File: src/rtl/irq_regs_pkg.sv
package irq_regs_pkg;

  // Write strobes from address decode to the register storage
  typedef struct packed {
    logic clrStatus;
    logic setMask;
    logic clrMask;
  } regStrobe_t;

  // Which word the read mux presents
  typedef enum logic [1:0] {
    RD_ZERO   = 2'd0,
    RD_STATUS = 2'd1,
    RD_MASK   = 2'd2
  } readSel_t;

endpackage

File: src/rtl/irq_regs_ctrl.sv
module irq_regs_ctrl
  import irq_regs_pkg::*;
#(
  parameter int ADDR_W = 8,
  parameter logic [ADDR_W-1:0] STATUS_OFS  = 'h04,
  parameter logic [ADDR_W-1:0] ENABLE_OFS  = 'h08,
  parameter logic [ADDR_W-1:0] DISABLE_OFS = 'h0C,
  parameter logic [ADDR_W-1:0] MASK_OFS    = 'h10
) (
  input  logic              wrEn,
  input  logic [ADDR_W-1:0] addr,
  output regStrobe_t        strobe,
  output readSel_t          readSel
);

  logic hitStatus;
  logic hitEnable;
  logic hitDisable;
  logic hitMask;

  always_comb begin
    hitStatus  = (addr == STATUS_OFS);
    hitEnable  = (addr == ENABLE_OFS);
    hitDisable = (addr == DISABLE_OFS);
    hitMask    = (addr == MASK_OFS);
  end

  // Writes to the mask view are dropped: no strobe for hitMask
  always_comb begin
    strobe           = '0;
    strobe.clrStatus = wrEn && hitStatus;
    strobe.setMask   = wrEn && hitEnable;
    strobe.clrMask   = wrEn && hitDisable;
  end

  // Enable and disable addresses are write-only and read as zero
  always_comb begin
    if (hitStatus)    readSel = RD_STATUS;
    else if (hitMask) readSel = RD_MASK;
    else              readSel = RD_ZERO;
  end

endmodule

File: src/rtl/irq_regs_dp.sv
module irq_regs_dp
  import irq_regs_pkg::*;
#(
  parameter int NUM_SRC = 7,
  parameter int DATA_W  = 32
) (
  input  logic               clk,
  input  logic               rstN,
  input  regStrobe_t         strobe,
  input  readSel_t           readSel,
  input  logic [NUM_SRC-1:0] wrBits,
  input  logic [NUM_SRC-1:0] srcIn,
  output logic [NUM_SRC-1:0] statusQ,
  output logic [NUM_SRC-1:0] maskQ,
  output logic [DATA_W-1:0]  rdata
);

  for (genvar g = 0; g < NUM_SRC; g++) begin : gBit
    // Sticky status: a live source beats a same-cycle clear
    always_ff @(posedge clk) begin
      if (!rstN)                              statusQ[g] <= 1'b0;
      else if (srcIn[g])                      statusQ[g] <= 1'b1;
      else if (strobe.clrStatus && wrBits[g]) statusQ[g] <= 1'b0;
    end

    // Mask: separate set and clear ports, zeros leave bits alone
    always_ff @(posedge clk) begin
      if (!rstN)                            maskQ[g] <= 1'b0;
      else if (strobe.setMask && wrBits[g]) maskQ[g] <= 1'b1;
      else if (strobe.clrMask && wrBits[g]) maskQ[g] <= 1'b0;
    end
  end

  always_comb begin
    rdata = '0;
    case (readSel)
      RD_STATUS: rdata[NUM_SRC-1:0] = statusQ;
      RD_MASK:   rdata[NUM_SRC-1:0] = maskQ;
      default:   rdata = '0;
    endcase
  end

endmodule

File: src/rtl/irq_regs_top.sv
module irq_regs_top
  import irq_regs_pkg::*;
#(
  parameter int NUM_SRC = 7,
  parameter int DATA_W  = 32,
  parameter int ADDR_W  = 8,
  parameter logic [ADDR_W-1:0] STATUS_OFS  = 'h04,
  parameter logic [ADDR_W-1:0] ENABLE_OFS  = 'h08,
  parameter logic [ADDR_W-1:0] DISABLE_OFS = 'h0C,
  parameter logic [ADDR_W-1:0] MASK_OFS    = 'h10
) (
  input  logic               clk,
  input  logic               rstN,
  input  logic               wrEn,
  input  logic [ADDR_W-1:0]  addr,
  input  logic [DATA_W-1:0]  wdata,
  output logic [DATA_W-1:0]  rdata,
  input  logic [NUM_SRC-1:0] srcIn,
  output logic               irq
);

  regStrobe_t         strobe;
  readSel_t           readSel;
  logic [NUM_SRC-1:0] statusQ;
  logic [NUM_SRC-1:0] maskQ;
  logic               unusedWdataHi;

  // Data bits above the source count carry no state
  assign unusedWdataHi = ^wdata[DATA_W-1:NUM_SRC];

  irq_regs_ctrl #(
    .ADDR_W(ADDR_W), .STATUS_OFS(STATUS_OFS), .ENABLE_OFS(ENABLE_OFS),
    .DISABLE_OFS(DISABLE_OFS), .MASK_OFS(MASK_OFS)
  ) uCtrl (
    .wrEn(wrEn), .addr(addr), .strobe(strobe), .readSel(readSel)
  );

  irq_regs_dp #(.NUM_SRC(NUM_SRC), .DATA_W(DATA_W)) uDp (
    .clk(clk), .rstN(rstN), .strobe(strobe), .readSel(readSel),
    .wrBits(wdata[NUM_SRC-1:0]), .srcIn(srcIn),
    .statusQ(statusQ), .maskQ(maskQ), .rdata(rdata)
  );

  assign irq = |(statusQ & maskQ);

endmodule

File: config.mk
export PLATFORM = sky130hd
export DESIGN_NAME = irq_regs_top
export DESIGN_NICKNAME = d
export VERILOG_FILES = /design/src/rtl/irq_regs_pkg.sv /design/src/rtl/irq_regs_ctrl.sv /design/src/rtl/irq_regs_dp.sv /design/src/rtl/irq_regs_top.sv
export SDC_FILE = /design/constraint.sdc
export NUM_CORES = 1
export LEC_CHECK = 0
export BUFFER_PORTS_ARGS = -buffer_cell sky130_fd_sc_hd__buf_2
export CORE_MARGIN = 2
export CORE_UTILIZATION = 34
export DETAILED_ROUTE_END_ITERATION = 16
export PLACE_DENSITY = 0.76
export SETUP_SLACK_MARGIN = 0.3
export SYNTH_ARGS = -nofsm -noshare
export SYNTH_HDL_FRONTEND = slang
export SYNTH_SLANG_ARGS = --single-unit
File: constraint.sdc
create_clock -name clk -period 1 [get_ports clk]
set_input_delay 0.1 -clock clk [delete_from_list [all_inputs] [get_ports clk]]
set_output_delay 0.1 -clock clk [all_outputs]
set_load 0.05 [all_outputs]
==> impl_metrics.env <==
export IMPL_grt_start_max_net_pins=9
export IMPL_grt_use_total=0.1773
export IMPL_synth_cells=110
export IMPL_r2r_end="uDp.maskQ[6]$_SDFFE_PN0P_"
export IMPL_fp_dieH_um=57.37
export IMPL_violations="negative setup slack"
export IMPL_finalCritPeriodShare=1.454
export IMPL_totalWireLength_mm=2.888
export IMPL_finalHoldViolations=0
export IMPL_max_freq_ghz=0.6880
export IMPL_reg2regPathDepth=5
export IMPL_power_density_nw_per_um2=977.0
export IMPL_worstPathRequired_ps=900
export IMPL_cts_buffer_depth=2
export IMPL_synth_edff_count=0
export IMPL_drt_iter0_markers=19
export IMPL_gp_congestion=0.8006
export IMPL_endpoint_kind="primary output"
export IMPL_grt_pass1_wl_mm=4.505
export IMPL_insertion_delay_ps=290
export IMPL_core_um2=2734
export IMPL_yosys_area_share_simple=0.1085
export IMPL_hold_buffers=0
export IMPL_vias=982
export IMPL_min_period_ps=1454
export IMPL_drc=0
export IMPL_wl_per_cell_um=15.12
export IMPL_rsz0062_at_grt="yes"
export IMPL_synth_top_family_by_area="compound AO/OA/AOI/OAI gates"
export IMPL_pwr_share_comb=0.312
export IMPL_path_class="flop to primary output"
export IMPL_rows=19
export IMPL_synth_xor_area_frac=0
export IMPL_clk_pin_slew_ps=90
export IMPL_p_int_uw=929.1
export IMPL_cts_buffers=3
export IMPL_die_x_um=57.37
export IMPL_fin_skew_ps=0
export IMPL_synth_distinct_cells=21
export IMPL_critPathMaxFanout=2
export IMPL_place_inst=183
export IMPL_startpoint_type="flop"
export IMPL_cts_sinks=14
export IMPL_grt_pass1_vias=928
export IMPL_p_sw_frac=0.3760
export IMPL_syn_area_um2=968.4
export IMPL_ir_worst_vdd_mv=0.6466
export IMPL_ant_nets=0
export IMPL_root_buffer="clkbuf_4"
export IMPL_start_util=0.3542
export IMPL_cts_tree="built"
export IMPL_htree_levels=1
export IMPL_hold_path_cell_count=2
export IMPL_vias_per_cell=5.141
export IMPL_ff2ff_setup_slack_ps=-20
export IMPL_status="finished, violations left"
export IMPL_synth_compound_area_frac=0.3062
export IMPL_final_cells=191
export IMPL_cap_violations=0
export IMPL_drive_gt1_frac=0.6688
export IMPL_die_area_um2=3291
export IMPL_worstHoldStart="wdata[0]"
export IMPL_io_buffers=32
export IMPL_diodes=0
export IMPL_muxShareOfSynthArea=0
export IMPL_clkPwrFrac=0.285
export IMPL_arrival_ps=1350
export IMPL_postSynthAreaPerCell_um2=8.804
export IMPL_ys_ff_latch=14
export IMPL_synth_seq_area_share=0.2894
export IMPL_total_power_mw=1.489
export IMPL_areaGrowthSynthToFinish_pct=57.36
export IMPL_finalMaxSlewViolations=0
export IMPL_setup_ws_ps=-453.6
export IMPL_ys_async_sr_fraction=0
export IMPL_fill_cells=247
export IMPL_synth_flop_cell="dfxtp_1"
export IMPL_hpwl_mm=2.150
export IMPL_r2r_start="uDp.maskQ[6]$_SDFFE_PN0P_"
export IMPL_dr_pass1_iters=4
export IMPL_io_pins=83
export IMPL_finalNetCount=211
export IMPL_finalSetupViolCount=9
export IMPL_min_path_type="input port to flop"
export IMPL_synthAdderAreaFrac=0
export IMPL_min_to="uDp.maskQ[0]$_SDFFE_PN0P_"
export IMPL_antenna_found_initial=0
export IMPL_seqPwrFrac=0.404
export IMPL_yosys_warnings=0
export IMPL_leakagePower_nw=0.6346
export IMPL_power_switching_uw=559.9
export IMPL_final_core_utilization=0.5574
export IMPL_gr_total_overflow=0
## worst max-delay path, stage by stage, from the launching register on
cell,delay [ps]
dfxtp_2,330
a222oi_1,440
nand3_2,120
buf_6,170
## state kept, by name, summed over array words and instances (netlist names)
| signal | flops |
|---|---|
| uDp.maskQ | 7 |
| uDp.statusQ | 7 |
## synthesized netlist by cell type (all sizes together), types with 2 or more instances
cell type,instances,share of area
nor2,8,0.031
a22oi,9,0.070
a41oi,14,0.13
and3b,2,0.018
dfxtp,14,0.29
o21ai,7,0.036
buf,31,0.26
inv,8,0.031
a311oi,7,0.063
## cell families after synthesis
| kind of cell | Yosys count |
|---|---|
| compound gates | 38 |
| buf+inv | 40 |
| other cells | 1 |
| flops | 14 |
| simple gates | 17 |
## through the flow
step	TNS [ps]	hold slack (ps)	worst slack, ps	instance area (um^2)
2_1_floorplan	-2515	221.6	-373.1	1150
3_3_place_gp	-3091	353.7	-177.4	1225
3_5_place_dp	-3725	359.6	-231.4	1225
4_1_cts	-1499	39.56	-455.7	1464
5_1_grt	-1986	44.31	-528.1	1524
6_report	-1609	36.83	-453.6	1524
## power by group through the flow
stage          registers [mW]  logic (mW)  clock network [mW]
3_3_place_gp            0.605       0.407                   0
6_report                0.601       0.464               0.424
5_1_grt                 0.605       0.491               0.454
4_1_cts                 0.600       0.451               0.424
2_1_floorplan           0.602       0.387                   0
3_5_place_dp            0.607       0.416                   0
## cell type report
type                            instances  area (um^2)  share of cell area
Multi-Input combinational cell         80        684.4              0.4491
Timing Repair Buffer                   54        437.9              0.2874
Sequential cell                        14        296.5              0.1946
Tap cell                               31        38.79             0.02545
Clock buffer                            4        36.28             0.02381
Inverter                                8        30.03             0.01970
## what timing repair did
action / in CTS / in global routing
endpoints found under the hold margin: 0 / 0
pin swaps: 14 / 11
gates resized for setup: 51 / 12
endpoints found under the setup margin: 22 / 22
cloned: 0 / 0
buffers inserted: 2 / 2
## worst max path at each step
stage                                      startpoint  endpoint  slack [ps]  cells after the start
after detailed placement                      addr[4]  rdata[1]        -230                      5
after floorplan                               addr[7]  rdata[0]        -370                      3
after global placement                        addr[7]  rdata[2]        -180                      6
after global routing      uDp.statusQ[6]$_SDFFE_PN0P_       irq        -530                      3
final                       uDp.maskQ[6]$_SDFFE_PN0P_       irq        -450                      3
after CTS                 uDp.statusQ[6]$_SDFFE_PN0P_       irq        -460                      3
## routing by layer
layer	up-vias	global-route usage	wire length, um
met5	-	0	0
met2	54	0.3101	1493
met4	0	0.06977	76
met3	11	0.03401	160
met1	452	0.2119	1157
li1	465	-	-
## layout by cell type, fill, tap and decap left out, types with 6 or more instances in the layout
cell type / Yosys / routed
dfxtp_2: 0 / 13
a22oi_2: 0 / 7
a41oi_2: 0 / 12
a311oi_1: 7 / 6
buf_6: 5 / 20
buf_2: 1 / 22
conb_1: 1 / 25
buf_4: 25 / 11
o21ai_0: 7 / 7
inv_1: 8 / 8
No activity file was read; power rests on OpenSTA's default activity.
